$ cat config.mk
export PLATFORM = sky130hd
export DESIGN_NAME = irq_latch_ctrl
export DESIGN_NICKNAME = d
export VERILOG_FILES = /design/src/rtl/irq_latch_pkg.sv /design/src/rtl/irq_axil_slave.sv /design/src/rtl/irq_line.sv /design/src/rtl/irq_regfile.sv /design/src/rtl/irq_latch_ctrl.sv
export SDC_FILE = /design/constraint.sdc
export NUM_CORES = 1
export LEC_CHECK = 0
export ABC_AREA = 1
export ABC_CLOCK_PERIOD_IN_PS = 1700
export BUFFER_PORTS_ARGS = -buffer_cell sky130_fd_sc_hd__buf_4
export CORE_MARGIN = 5
export CORE_UTILIZATION = 37
export DETAILED_ROUTE_END_ITERATION = 8
export PLACE_DENSITY_LB_ADDON = 0.15
export SYNTH_ARGS = -nofsm -noshare
export SYNTH_HDL_FRONTEND = slang
export SYNTH_SLANG_ARGS = --single-unit
$ cat constraint.sdc
create_clock -name clk -period 1.7 [get_ports clk]
set_input_delay 0.34 -clock clk [delete_from_list [all_inputs] [get_ports clk]]
set_output_delay 0.34 -clock clk [all_outputs]
set_load 0.1 [all_outputs]
$ cat src/rtl/irq_latch_pkg.sv
package irq_latch_pkg;
  // Word indices (byte offset >> 2) of the register map
  localparam int unsigned WORD_PENDING = 0;
  localparam int unsigned WORD_CLEAR   = 1;
  localparam int unsigned WORD_ENABLE  = 2;
  localparam int unsigned WORD_ACKED   = 3;

  typedef enum logic [1:0] {
    RESP_OKAY   = 2'b00,
    RESP_EXOKAY = 2'b01,
    RESP_SLVERR = 2'b10,
    RESP_DECERR = 2'b11
  } axil_resp_e;
endpackage

$ cat src/rtl/irq_axil_slave.sv
module irq_axil_slave
  import irq_latch_pkg::*;
#(
  parameter int NUM_LINES = 4,
  parameter int ADDR_W    = 5,
  parameter int DATA_W    = 32,
  localparam int WORD_W   = ADDR_W - 2,
  localparam int STRB_W   = DATA_W / 8
) (
  input  logic              clk,
  input  logic              rst_n,
  input  logic [ADDR_W-1:0] s_awaddr,
  input  logic              s_awvalid,
  output logic              s_awready,
  input  logic [DATA_W-1:0] s_wdata,
  input  logic [STRB_W-1:0] s_wstrb,
  input  logic              s_wvalid,
  output logic              s_wready,
  output logic [1:0]        s_bresp,
  output logic              s_bvalid,
  input  logic              s_bready,
  input  logic [ADDR_W-1:0] s_araddr,
  input  logic              s_arvalid,
  output logic              s_arready,
  output logic [DATA_W-1:0] s_rdata,
  output logic [1:0]        s_rresp,
  output logic              s_rvalid,
  input  logic              s_rready,
  output logic              wr_fire,
  output logic [WORD_W-1:0] wr_word,
  output logic [NUM_LINES-1:0] wr_bits,
  output logic              wr_lane0,
  output logic [WORD_W-1:0] rd_word,
  input  logic [DATA_W-1:0] rd_value
);
  logic bvalid_q, rvalid_q;
  logic [DATA_W-1:0] rdata_q;
  logic aw_go, ar_go;
  logic unused_bits;

  assign unused_bits = ^{s_awaddr[1:0], s_araddr[1:0], s_wdata[DATA_W-1:NUM_LINES], s_wstrb[STRB_W-1:1]};

  // Write channel: address and data are taken together, one response at a time
  assign aw_go     = s_awvalid && s_wvalid && !bvalid_q;
  assign s_awready = aw_go;
  assign s_wready  = aw_go;
  assign wr_fire   = aw_go;
  assign wr_word   = s_awaddr[ADDR_W-1:2];
  assign wr_bits   = s_wdata[NUM_LINES-1:0];
  assign wr_lane0  = s_wstrb[0];

  always_ff @(posedge clk) begin
    if (!rst_n)        bvalid_q <= 1'b0;
    else if (aw_go)    bvalid_q <= 1'b1;
    else if (s_bready) bvalid_q <= 1'b0;
  end

  assign s_bvalid = bvalid_q;
  assign s_bresp  = RESP_OKAY;

  // Read channel: one outstanding read, data captured at the address handshake
  assign ar_go     = s_arvalid && !rvalid_q;
  assign s_arready = !rvalid_q;
  assign rd_word   = s_araddr[ADDR_W-1:2];

  always_ff @(posedge clk) begin
    if (!rst_n) begin
      rvalid_q <= 1'b0;
      rdata_q  <= '0;
    end else if (ar_go) begin
      rvalid_q <= 1'b1;
      rdata_q  <= rd_value;
    end else if (s_rready) begin
      rvalid_q <= 1'b0;
    end
  end

  assign s_rvalid = rvalid_q;
  assign s_rdata  = rdata_q;
  assign s_rresp  = RESP_OKAY;


  bresp_hold_chk: assert property (@(posedge clk) disable iff (!rst_n)
    s_bvalid && !s_bready |=> s_bvalid && $stable(s_bresp));

  aw_block_chk: assert property (@(posedge clk) disable iff (!rst_n)
    s_bvalid |-> !s_awready && !s_wready);

  rdata_hold_chk: assert property (@(posedge clk) disable iff (!rst_n)
    s_rvalid && !s_rready |=> s_rvalid && $stable(s_rdata));

  ar_block_chk: assert property (@(posedge clk) disable iff (!rst_n)
    s_rvalid |-> !s_arready);
endmodule

$ cat src/rtl/irq_line.sv
module irq_line (
  input  logic clk,
  input  logic rst_n,
  input  logic req_in,
  input  logic ack_in,
  input  logic clr_in,
  input  logic en_in,
  output logic pending_o,
  output logic acked_o,
  output logic irq_o
);
  logic req_d, pend_q, ack_q;
  logic rise;

  assign rise = req_in && !req_d;

  always_ff @(posedge clk) begin
    if (!rst_n) begin
      req_d  <= 1'b0;
      pend_q <= 1'b0;
      ack_q  <= 1'b0;
    end else begin
      req_d <= req_in;
      // a new request edge wins over a clear on the same edge
      if (rise)        pend_q <= 1'b1;
      else if (clr_in) pend_q <= 1'b0;
      if (clr_in)                ack_q <= 1'b0;
      else if (ack_in && pend_q) ack_q <= 1'b1;
    end
  end

  assign pending_o = pend_q;
  assign acked_o   = ack_q;
  assign irq_o     = pend_q && en_in;


  rise_sets_chk: assert property (@(posedge clk) disable iff (!rst_n)
    rise |=> pending_o);

  pend_hold_chk: assert property (@(posedge clk) disable iff (!rst_n)
    pending_o && !clr_in |=> pending_o);

  clr_drops_chk: assert property (@(posedge clk) disable iff (!rst_n)
    clr_in && !(req_in && !req_d) |=> !pending_o && !acked_o);

  ack_sub_chk: assert property (@(posedge clk) disable iff (!rst_n)
    acked_o |-> pending_o);
endmodule

$ cat src/rtl/irq_regfile.sv
module irq_regfile
  import irq_latch_pkg::*;
#(
  parameter int NUM_LINES = 4,
  parameter int DATA_W    = 32,
  parameter int WORD_W    = 3
) (
  input  logic                 clk,
  input  logic                 rst_n,
  input  logic                 wr_fire,
  input  logic [WORD_W-1:0]    wr_word,
  input  logic [NUM_LINES-1:0] wr_bits,
  input  logic                 wr_lane0,
  input  logic [WORD_W-1:0]    rd_word,
  input  logic [NUM_LINES-1:0] pending,
  input  logic [NUM_LINES-1:0] acked,
  output logic [DATA_W-1:0]    rd_value,
  output logic [NUM_LINES-1:0] clr_mask,
  output logic [NUM_LINES-1:0] enable
);
  logic wr_ok;
  logic [NUM_LINES-1:0] en_q;

  assign wr_ok    = wr_fire && wr_lane0;
  assign clr_mask = (wr_ok && wr_word == WORD_W'(WORD_CLEAR)) ? wr_bits : '0;

  always_ff @(posedge clk) begin
    if (!rst_n)
      en_q <= '1;
    else if (wr_ok && wr_word == WORD_W'(WORD_ENABLE))
      en_q <= wr_bits;
  end

  assign enable = en_q;

  always_comb begin
    rd_value = '0;
    if (rd_word == WORD_W'(WORD_PENDING))     rd_value[NUM_LINES-1:0] = pending;
    else if (rd_word == WORD_W'(WORD_ENABLE)) rd_value[NUM_LINES-1:0] = en_q;
    else if (rd_word == WORD_W'(WORD_ACKED))  rd_value[NUM_LINES-1:0] = acked;
  end


  strb_guard_chk: assert property (@(posedge clk) disable iff (!rst_n)
    wr_fire && !wr_lane0 |=> $stable(enable));
endmodule

$ cat src/rtl/irq_latch_ctrl.sv
module irq_latch_ctrl #(
  parameter int NUM_LINES = 4,
  parameter int ADDR_W    = 5,
  parameter int DATA_W    = 32,
  localparam int WORD_W   = ADDR_W - 2,
  localparam int STRB_W   = DATA_W / 8
) (
  input  logic                 clk,
  input  logic                 rst_n,
  input  logic [NUM_LINES-1:0] req_in,
  output logic [NUM_LINES-1:0] irq_req,
  input  logic [NUM_LINES-1:0] irq_ack,
  input  logic [ADDR_W-1:0]    s_awaddr,
  input  logic                 s_awvalid,
  output logic                 s_awready,
  input  logic [DATA_W-1:0]    s_wdata,
  input  logic [STRB_W-1:0]    s_wstrb,
  input  logic                 s_wvalid,
  output logic                 s_wready,
  output logic [1:0]           s_bresp,
  output logic                 s_bvalid,
  input  logic                 s_bready,
  input  logic [ADDR_W-1:0]    s_araddr,
  input  logic                 s_arvalid,
  output logic                 s_arready,
  output logic [DATA_W-1:0]    s_rdata,
  output logic [1:0]           s_rresp,
  output logic                 s_rvalid,
  input  logic                 s_rready
);
  logic                 wr_fire, wr_lane0;
  logic [WORD_W-1:0]    wr_word, rd_word;
  logic [NUM_LINES-1:0] wr_bits, pending, acked, clr_mask, enable;
  logic [DATA_W-1:0]    rd_value;

  irq_axil_slave #(.NUM_LINES(NUM_LINES), .ADDR_W(ADDR_W), .DATA_W(DATA_W)) u_bus (
    .clk(clk), .rst_n(rst_n),
    .s_awaddr(s_awaddr), .s_awvalid(s_awvalid), .s_awready(s_awready),
    .s_wdata(s_wdata), .s_wstrb(s_wstrb), .s_wvalid(s_wvalid), .s_wready(s_wready),
    .s_bresp(s_bresp), .s_bvalid(s_bvalid), .s_bready(s_bready),
    .s_araddr(s_araddr), .s_arvalid(s_arvalid), .s_arready(s_arready),
    .s_rdata(s_rdata), .s_rresp(s_rresp), .s_rvalid(s_rvalid), .s_rready(s_rready),
    .wr_fire(wr_fire), .wr_word(wr_word), .wr_bits(wr_bits), .wr_lane0(wr_lane0),
    .rd_word(rd_word), .rd_value(rd_value)
  );

  irq_regfile #(.NUM_LINES(NUM_LINES), .DATA_W(DATA_W), .WORD_W(WORD_W)) u_regs (
    .clk(clk), .rst_n(rst_n),
    .wr_fire(wr_fire), .wr_word(wr_word), .wr_bits(wr_bits), .wr_lane0(wr_lane0),
    .rd_word(rd_word), .pending(pending), .acked(acked),
    .rd_value(rd_value), .clr_mask(clr_mask), .enable(enable)
  );

  for (genvar i = 0; i < NUM_LINES; i++) begin : g_line
    irq_line u_line (
      .clk(clk), .rst_n(rst_n),
      .req_in(req_in[i]), .ack_in(irq_ack[i]), .clr_in(clr_mask[i]), .en_in(enable[i]),
      .pending_o(pending[i]), .acked_o(acked[i]), .irq_o(irq_req[i])
    );
  end


  irq_en_chk: assert property (@(posedge clk) disable iff (!rst_n)
    (irq_req & ~enable) == '0);

  irq_pend_chk: assert property (@(posedge clk) disable iff (!rst_n)
    (irq_req & ~pending) == '0);
endmodule

==> results of run 1 <==
## worst reg2reg max path, delay by kind of cell (launching register included)
kind	cells	cell delay, ns
AND/OR/NAND/NOR	5	0.59
flip-flops	1	0.35
buffers and inverters	1	0.06
## state kept, by name, summed over array words and instances (netlist names)
signal / flops
u_bus.s_bvalid: 1
u_bus.s_rvalid: 1
g_line.u_line.req_d: 4
g_line.u_line.acked_o: 4
u_bus.s_rdata: 4
u_regs.enable: 4
g_line.u_line.pending_o: 4
## synthesized netlist by cell type
master	instances	area share (%)
sky130_fd_sc_hd__buf_6	1	0.90
sky130_fd_sc_hd__inv_2	2	0.60
sky130_fd_sc_hd__dfxtp_1	22	35
sky130_fd_sc_hd__o21a_1	1	0.60
sky130_fd_sc_hd__nand3_1	20	8.0
sky130_fd_sc_hd__inv_1	18	5.4
sky130_fd_sc_hd__nor2_2	1	0.50
sky130_fd_sc_hd__nand3b_1	1	0.60
sky130_fd_sc_hd__nand4_1	5	2.5
sky130_fd_sc_hd__conb_1	1	0.30
sky130_fd_sc_hd__and2_1	1	0.50
sky130_fd_sc_hd__nand2_1	21	6.3
sky130_fd_sc_hd__nor3_2	1	0.80
sky130_fd_sc_hd__a21oi_1	4	1.6
sky130_fd_sc_hd__o21ai_0	13	5.2
sky130_fd_sc_hd__or2_0	1	0.50
sky130_fd_sc_hd__nand3_2	1	0.80
sky130_fd_sc_hd__buf_4	38	23
sky130_fd_sc_hd__or2_2	3	1.5
sky130_fd_sc_hd__nor2_4	1	0.90
sky130_fd_sc_hd__nor2_1	15	4.5
## metrics by stage
step	utilization, %	setup WS [ns]	power (mW)	area, µm²	hold slack (ns)
finish	44.1	0.151	1.52	1460	0.226
detailed placement	43.0	0.414	1.25	1420	0.463
CTS	44.1	0.130	1.54	1460	0.211
global placement	43.0	0.418	1.25	1420	0.459
global route	44.1	0.0750	1.60	1460	0.210
floorplan	-	-0.348	1.22	1380	0.444
## final timing paths
check                           slack [ns]                          to                   start  depth (start not counted)
worst max-delay path                  0.15                    s_wready          u_bus.s_bvalid                          4
worst min-delay path                  0.23      g_line[1].u_line.req_d               req_in[1]                          3
worst max register to register        0.61  g_line[3].u_line.pending_o          u_bus.s_bvalid                          6
worst min register to register        0.48  g_line[0].u_line.pending_o  g_line[0].u_line.req_d                          2
## kinds of logic after synthesis
kind of cell    count (synthesis)
compound gates                 18
buf+inv                        59
flops                          22
other cells                     1
simple gates                   71
## where the power goes
part	switching, mW	total [mW]	internal, mW
clock network	0.148	0.278	0.131
logic	0.568	0.671	0.103
registers	0.0228	0.572	0.549
total	0.739	1.52	0.782
## cell type report
type	instances	area [µm²]	area share, %
Timing Repair Buffer	38	285	19.5
Sequential cell	22	443	30.3
Multi-Input combinational cell	121	556	38.0
Tap cell	46	57.6	3.94
Clock buffer	4	36.3	2.49
Inverter	20	82.6	5.66
## routing by layer
layer / vias up / track usage [%]
li1: 542 / -
met1: 450 / 12.9
met2: 45 / 21.1
met3: 2 / 3.94
met4: 0 / 2.23
met5: - / 0
==> results.txt, run 1 <==
----------------------------------------------------
[Synthesis]
  Unique masters post-synth ... 21
  Xor/xnor share of the synthesized area ... 0%
  Synthesized area per cell ... 7.32 µm²
  Arithmetic-cell share of the synthesized area counting full adders, half adders and majority gates ... 0%
  Count of warnings emitted by yosys ... 0
  Netlist Area Pre-Place ... 1250 µm²
  Post-Syn Instances ... 171
  Multiplexer share of the synthesized area ... 0%
  Compound-Gate Fraction of Synth Area ... roughly 7.4%
  Number of register bits inferred by synthesis ... 22
  Post-synthesis sequential area ratio ... about a third
  Simple-Gate Fraction of Synth Area ... 27.4%
  Dominant combinational cell family by area after synthesis ... buffers and inverters

[Drt]
  DR top layer ... met4
  Total routed wirelength ... between 2 and 3 mm
  Met2 WL post-DR ... 1.28 mm
  Number of DRC violations after detailed routing ... 0
  Residual antenna-violating net count after detailed routing ... 0
  Iteration-0 DRC count of the detailed router ... 22
  M1 wire length ... 1.01 mm
  Via count ... 1039
  Routed length per instance ... 10.2 µm
  Detailed route wirelength on metal3 ... approximately 250 µm
  Vias per std cell ... 4.14
  First-pass DRT Iterations ... 4

[CTS]
  Clock slew at the register clock pins of the worst setup and hold paths ... 0.11 ns
  Clk sink count ... 22
  Post-CTS Setup Bufs ... 0
  Hold-fix buffers, CTS ... 0
  Clock tree from TritonCTS ... built
  Number of gates given a new drive strength after cts ... 0
  Clock insertion delay at the later pin of the skew report ... around 0.30 ns
  Number of CTS-inserted buffers ... 3
  Clock root cell ... sky130_fd_sc_hd__clkbuf_4
  Deepest level of the CTS H-tree ... 1
  Maximum count of clock buffers along a single path ... 2

[Setup path]
  Category of the most critical setup path ... reg2out
  Buf+Inv Stages, Crit Path ... 3
  Largest fanout of any net on the critical path ... 3
  Critical path's slowest cell ... sky130_fd_sc_hd__dfxtp_2
  Data required time at the worst endpoint ... 1.36 ns
  Critical Path Sink Type ... output port
  Top delay family on crit path ... buffers and inverters
  Sort of element at the start of the critical path ... flop
  Data arrival time at the worst-slack endpoint ... 1.21 ns
  Delay contributed by the slowest stage of the critical path ... 0.35 ns
  Crit-path cells ... inv_2 > nand3_2 > clkinvlp_4 > buf_4

[STA]
  Pins over their slew limit ... 0
  Setup TNS ... 0 ns
  Final-report hold violation count ... 0
  Fraction of the cycle the final worst path needs ... 91.1%
  Skew final ... 0.00525 ns
  Highest attainable clock frequency ... 645 MHz
  Number of endpoints failing setup at the final stage ... 0
  Post-layout minimum cycle time ... approximately 1.5 ns
  Unrepaired setup endpoints after global routing ... no

[Layout]
  Most common cell after layout, fill and taps aside ... sky130_fd_sc_hd__buf_4
  # nets final ... 267
  Most frequent cells in the layout ... 38 x sky130_fd_sc_hd__buf_4, 32 x sky130_fd_sc_hd__conb_1, 21 x sky130_fd_sc_hd__nand2_1, 20 x sky130_fd_sc_hd__nand3_1, 20 x sky130_fd_sc_hd__dfxtp_1
  Area overhead of the layout relative to synthesis ... 16.7%
  Ratio of cells with drive above 1 in the final layout ... 26.8%
  Final cell count without fillers ... 251
  Filler Cell Count ... 364
  Diodes inserted ... 0

[Global routing]
  Number of global-route vias before repair ... 981
  Initial antenna violation count ... 0
  Remaining global-route overflow ... 0
  Maximum number of pins on one net before global-route repair ... 23
  Overall fraction of global-route tracks in use ... approximately 12%
  First-pass GRT wire length ... a little over 4 mm

[Placed design]
  Buffers on Ports ... 38
  HPWL after DPL ... 2.09 mm
  Routability congestion estimate ... between 0.8 and 0.9
  Number of cells after detailed placement ... 247

[Power and ir drop]
  IR drop worst, VDD ... 0.562 mV
  Static leakage power ... ~0.8 nW
  PwrDens ... 1040 nW/µm²

[Status]
  Outcome ... complete, no violations

[Floorplanning]
  DIE HEIGHT ... 68.2 µm
  Die area ... ~4600 µm²
  Top-level port count ... about 110
  Core Rows ... 21
  Core area ... 3310 µm²
  Initial core utilization ... 37.8%
  Die width ... 68.2 µm

[Min path]
  Worst min-delay path class ... in2reg

[Job]
  Reported max-cap violation count ... 0

----------------------------------------------------
(Power assumes the default switching activity.)
==> run 2, diff against run 1 <==
--- a/config.mk
+++ b/config.mk
@@ -9,7 +9,7 @@
 export ABC_CLOCK_PERIOD_IN_PS = 1700
 export BUFFER_PORTS_ARGS = -buffer_cell sky130_fd_sc_hd__buf_4
 export CORE_MARGIN = 5
-export CORE_UTILIZATION = 37
+export CORE_UTILIZATION = 41
 export DETAILED_ROUTE_END_ITERATION = 8
 export PLACE_DENSITY_LB_ADDON = 0.15
 export SYNTH_ARGS = -nofsm -noshare
==> results.txt, run 2 (synthesis results as in run 1) <==
----------------------------------------------------
[Drt]
  Iteration-0 DRC count of the detailed router ... 39
  Via count ... about 1100
  Total routed wirelength ... 2.51 mm
  Number of DRC violations after detailed routing ... 0
  Residual antenna-violating net count after detailed routing ... 0
  First-pass DRT Iterations ... 4
  Vias per std cell ... around 4.4
  Routed length per instance ... 10.6 µm

[STA]
  Skew final ... 0.0103 ns
  Number of endpoints failing setup at the final stage ... 0
  Worst hold slack ... 0.208 ns
  Final-report hold violation count ... 0
  Unrepaired setup endpoints after global routing ... no
  Pins over their slew limit ... 0
  Post-layout minimum cycle time ... 1.57 ns
  Fraction of the cycle the final worst path needs ... 92.4%
  Highest attainable clock frequency ... 637 MHz

[Global routing]
  Overall fraction of global-route tracks in use ... between 10% and 20%
  First-pass GRT wire length ... 4.01 mm
  Remaining global-route overflow ... 0
  Number of global-route vias before repair ... 923
  Maximum number of pins on one net before global-route repair ... 23
  Initial antenna violation count ... 0

[Job]
  Reported max-cap violation count ... 0

[Placed design]
  HPWL after DPL ... 2.07 mm
  Routability congestion estimate ... roughly 0.74
  Placed instance area ... 1410 µm²
  Buffers on Ports ... 38

[CTS]
  Clock tree from TritonCTS ... built
  Post-CTS Setup Bufs ... 0
  Number of CTS-inserted buffers ... 3
  Maximum count of clock buffers along a single path ... 2
  Clock root cell ... sky130_fd_sc_hd__clkbuf_4
  Clk sink count ... 22
  Number of gates given a new drive strength after cts ... 0
  Hold-fix buffers, CTS ... 0
  Clock insertion delay at the later pin of the skew report ... 0.31 ns
  Deepest level of the CTS H-tree ... 1
  Clock slew at the register clock pins of the worst setup and hold paths ... 0.13 ns

[Layout]
  Diodes inserted ... 0
  Most frequent cells in the layout ... 38 x sky130_fd_sc_hd__buf_4, 32 x sky130_fd_sc_hd__conb_1, 21 x sky130_fd_sc_hd__nand2_1, 20 x sky130_fd_sc_hd__nand3_1, 20 x sky130_fd_sc_hd__dfxtp_1
  Most common cell after layout, fill and taps aside ... sky130_fd_sc_hd__buf_4
  Ratio of cells with drive above 1 in the final layout ... 26.8%
  # nets final ... 267
  Post-route core utilization ... 49.0%
  Area overhead of the layout relative to synthesis ... 16.7%
  Cell area after layout ... 1460 µm²

[Floorplanning]
  Die width ... 65.2 µm
  Top-level port count ... 106
  Core area ... 2980 µm²
  Initial core utilization ... 42.0%
  Die area ... 4260 µm²
  Core Rows ... 20
  DIE HEIGHT ... 65.2 µm

[Min path]
  Hold-critical path endpoint ... g_line[1].u_line.req_d
  Hold path startpoint ... req_in[1]
  Worst min-delay path class ... in2reg
  Count of cells along the worst hold path ... 3

[Setup path]
  Crit-path cells ... inv_2 > nand3_2 > clkinvlp_4 > buf_4
  Category of the most critical setup path ... reg2out
  Critical path's slowest cell ... sky130_fd_sc_hd__dfxtp_2
  Critical Path Sink Type ... output port
  Worst Reg2Reg Path Length in Cells ... 6
  RR Endpoint ... g_line[3].u_line.pending_o
  Buf+Inv Stages, Crit Path ... 3
  Delay contributed by the slowest stage of the critical path ... approximately 0.35 ns
  Data required time at the worst endpoint ... 1.36 ns
  Worst r2r src ... u_bus.s_bvalid
  Data arrival time at the worst-slack endpoint ... 1.23 ns
  CP startpoint ... u_bus.s_bvalid
  Sort of element at the start of the critical path ... flop
  Worst setup slack for register-to-register paths ... 0.61 ns
  Largest fanout of any net on the critical path ... 3
  Top delay family on crit path ... buffers and inverters

[Power and ir drop]
  PwrDens ... roughly 1100 nW/µm²
  Static leakage power ... 0.793 nW
  IR drop worst, VDD ... 0.533 mV
  Power consumption ... around 1.6 mW

[Status]
  Outcome ... complete, no violations

----------------------------------------------------
-- run 2: area by class of cell --
| type | instances | area, µm² |
|---|---|---|
| clock buffers | 3 | 22.5 |
| clock inverters | 1 | 30.0 |
| fillers | 310 | 1520 |
| inverters | 20 | 82.6 |
| multi-input cells | 121 | 556 |
| flip-flops and latches | 22 | 443 |
| well taps | 33 | 41.3 |
| repair buffers | 38 | 285 |
-- run 2: routing by layer --
layer  up-vias  wire, µm  global-route usage (%)
li1        549         -                       -
met1       462       995                    13.4
met2        44      1280                    20.7
met3         4       223                    4.62
met4         0        15                    2.59
met5         -         0                       0
-- run 2: worst max path at each step --
stage,endpoint,slack (ns),cells past startpoint
5_1_grt,s_wready,0.04,4
2_1_floorplan,s_wready,-0.35,4
6_report,s_awready,0.13,4
4_1_cts,s_wready,0.12,4
3_5_place_dp,s_awready,0.41,4
3_3_place_gp,s_wready,0.42,4
-- run 2: worst min-delay path, cell delays in order --
cell and delay [ns]:
sky130_fd_sc_hd__buf_4 0.07, sky130_fd_sc_hd__nand2_1 0.04, sky130_fd_sc_hd__inv_1 0.04
-- run 2: stage by stage --
| stage | instances | worst slack [ns] | setup TNS [ns] |
|---|---|---|---|
| floorplan | 202 | -0.348 | -0.348 |
| global placement | 234 | 0.423 | 0 |
| detailed placement | 234 | 0.409 | 0 |
| CTS | 238 | 0.117 | 0 |
| global route | 238 | 0.0386 | 0 |
| finish | 238 | 0.129 | 0 |
-- run 2: power breakdown --
part	internal, mW	leakage, nW	switching, mW	total [mW]
clock	0.238	0.0279	0.160	0.399
sequential	0.549	0.182	0.0228	0.572
combinational	0.103	0.583	0.568	0.670
total	0.890	0.793	0.751	1.64
==> run 3, diff against run 2 <==
--- a/config.mk
+++ b/config.mk
@@ -11,7 +11,9 @@
 export CORE_MARGIN = 5
 export CORE_UTILIZATION = 41
 export DETAILED_ROUTE_END_ITERATION = 8
+export GPL_TIMING_DRIVEN = 0
 export PLACE_DENSITY_LB_ADDON = 0.15
+export RECOVER_POWER = 100
 export SYNTH_ARGS = -nofsm -noshare
 export SYNTH_HDL_FRONTEND = slang
 export SYNTH_SLANG_ARGS = --single-unit
==> results.txt, run 3 (synthesis results as in run 1) <==
----------------------------------------------------
[CTS]
  Maximum count of clock buffers along a single path ... 2
  Deepest level of the CTS H-tree ... 1
  Post-CTS Setup Bufs ... 0
  Clock insertion delay at the later pin of the skew report ... 0.31 ns
  Clk sink count ... 22
  Number of CTS-inserted buffers ... 3
  Clock tree from TritonCTS ... built
  Hold-fix buffers, CTS ... 0
  Clock root cell ... sky130_fd_sc_hd__clkbuf_4
  Clock slew at the register clock pins of the worst setup and hold paths ... 0.13 ns
  Number of gates given a new drive strength after cts ... 0

[Drt]
  Number of DRC violations after detailed routing ... 0
  First-pass DRT Iterations ... 6
  Via count ... about 1100
  Total routed wirelength ... around 2.6 mm
  Iteration-0 DRC count of the detailed router ... 33
  Residual antenna-violating net count after detailed routing ... 0
  Vias per std cell ... around 4.1
  Routed length per instance ... around 9.6 µm

[STA]
  Post-layout minimum cycle time ... around 1.6 ns
  Final-report hold violation count ... 0
  Number of endpoints failing setup at the final stage ... 0
  Skew final ... 0.00926 ns
  Worst hold slack ... 0.210 ns
  Highest attainable clock frequency ... between 600 and 700 MHz
  Fraction of the cycle the final worst path needs ... 93.8%
  Pins over their slew limit ... 0
  Crit path setup slack, layout ... 0.105 ns
  Setup TNS ... 0 ns
  Headroom to the max-slew limit ... 64.1%
  Unrepaired setup endpoints after global routing ... no
  Worst-Margin Slew ... approximately 0.54 ns

[Placed design]
  Buffers on Ports ... 38
  Number of cells after detailed placement ... 273
  HPWL after DPL ... 2.23 mm
  Placed instance area ... 1700 µm²
  Post-place setup slack ... approximately 0.31 ns
  Routability congestion estimate ... 0.798

[Layout]
  Filler Cell Count ... 327
  # nets final ... 306
  Area overhead of the layout relative to synthesis ... 36.9%
  Ratio of cells with drive above 1 in the final layout ... 35.7%
  Cell area after layout ... 1710 µm²
  Most common cell after layout, fill and taps aside ... sky130_fd_sc_hd__buf_4
  Most frequent cells in the layout ... 61 x sky130_fd_sc_hd__buf_4, 32 x sky130_fd_sc_hd__conb_1, 22 x sky130_fd_sc_hd__dfxtp_1, 21 x sky130_fd_sc_hd__nand2_1, 20 x sky130_fd_sc_hd__nand3_1
  Post-route core utilization ... a little under three fifths
  Diodes inserted ... 0
  Final cell count without fillers ... 277

[Global routing]
  First-pass GRT wire length ... 4.08 mm
  Remaining global-route overflow ... 0
  Initial antenna violation count ... 0
  Overall fraction of global-route tracks in use ... 11.9%
  Maximum number of pins on one net before global-route repair ... 14
  Number of global-route vias before repair ... 964

[Setup path]
  Largest fanout of any net on the critical path ... 4
  Sort of element at the start of the critical path ... flop
  Data arrival time at the worst-slack endpoint ... 1.25 ns
  RR Endpoint ... g_line[3].u_line.pending_o
  Worst setup slack for register-to-register paths ... ~0.43 ns
  Data required time at the worst endpoint ... around 1.4 ns
  Delay contributed by the slowest stage of the critical path ... roughly 0.42 ns
  Critical Path Sink Type ... output port
  Category of the most critical setup path ... reg2out
  Critical path's slowest cell ... sky130_fd_sc_hd__dfxtp_1
  Worst Reg2Reg Path Length in Cells ... 6
  Crit-path cells ... nand2_1 > inv_1 > buf_4 > clkbuf_4
  Worst r2r src ... u_bus.s_bvalid

[Min path]
  Count of cells along the worst hold path ... 3
  Hold-critical path endpoint ... g_line[3].u_line.req_d
  Hold path startpoint ... req_in[3]
  Worst min-delay path class ... in2reg

[Floorplanning]
  Core area ... between 2000 and 3000 µm²
  DIE HEIGHT ... 65.2 µm
  Core Rows ... 20
  Die area ... between 4000 and 5000 µm²
  Die width ... 65.2 µm
  Initial core utilization ... a little over two fifths
  Top-level port count ... 106

[Power and ir drop]
  Static leakage power ... 0.984 nW
  Power consumption ... 1.70 mW
  IR drop worst, VDD ... 0.462 mV
  PwrDens ... 994 nW/µm²

[Status]
  Outcome ... complete, no violations

[Job]
  Reported max-cap violation count ... 0

----------------------------------------------------
[run 3: changes by cell type in the layout (fill, tap and decap cells not counted), moves of 2 or more]
cell / delta
sky130_fd_sc_hd__clkbuf_2: +5
sky130_fd_sc_hd__clkbuf_4: +5
sky130_fd_sc_hd__dfxtp_1: +2
sky130_fd_sc_hd__nor2_1: +2
sky130_fd_sc_hd__clkbuf_1: +3
sky130_fd_sc_hd__buf_2: +2
sky130_fd_sc_hd__dfxtp_2: -2
sky130_fd_sc_hd__buf_4: +23
[run 3: worst max-delay path by stage]
stage	start	end	slack (ns)
2_1_floorplan	u_bus.s_bvalid	s_wready	-0.35
3_3_place_gp	s_awvalid	s_wready	0.33
3_5_place_dp	s_awvalid	s_wready	0.31
4_1_cts	u_bus.s_bvalid	s_wready	0.04
5_1_grt	g_line[3].u_line.pending_o	irq_req[3]	0.03
6_report	g_line[2].u_line.pending_o	irq_req[2]	0.11
[run 3: area by class of cell]
class / count / area [µm²] / share of cell area (%)
Multi-Input combinational cell: 121 / 546 / 31.8
Sequential cell: 22 / 440 / 25.7
Buffer: 39 / 285 / 16.7
Timing Repair Buffer: 38 / 268 / 15.6
Inverter: 20 / 80.1 / 4.67
Tap cell: 33 / 41.3 / 2.41
Clock inverter: 1 / 30.0 / 1.75
Clock buffer: 3 / 22.5 / 1.31
[run 3: critical path, delay by kind of cell, from the launching register on]
family / cells / cell delay [ns]
and+or+nand+nor: 1 / 0.07
DFF: 1 / 0.42
buffers and inverters: 3 / 0.45
[run 3: where the power goes]
| group | total [mW] | switching, mW | internal, mW |
|---|---|---|---|
| Clock | 0.398 | 0.159 | 0.238 |
| Sequential | 0.570 | 0.0216 | 0.549 |
| Combinational | 0.735 | 0.579 | 0.156 |
| Total | 1.70 | 0.760 | 0.943 |
[run 3: layer usage]
layer	share of wire (%)	up-vias	global-route usage [%]	wire [µm]
li1	-	621	-	-
met1	39	473	13.2	1030
met2	51	36	22.4	1360
met3	8.8	2	2.56	234
met4	0.68	0	3.89	18
met5	0	-	0	0
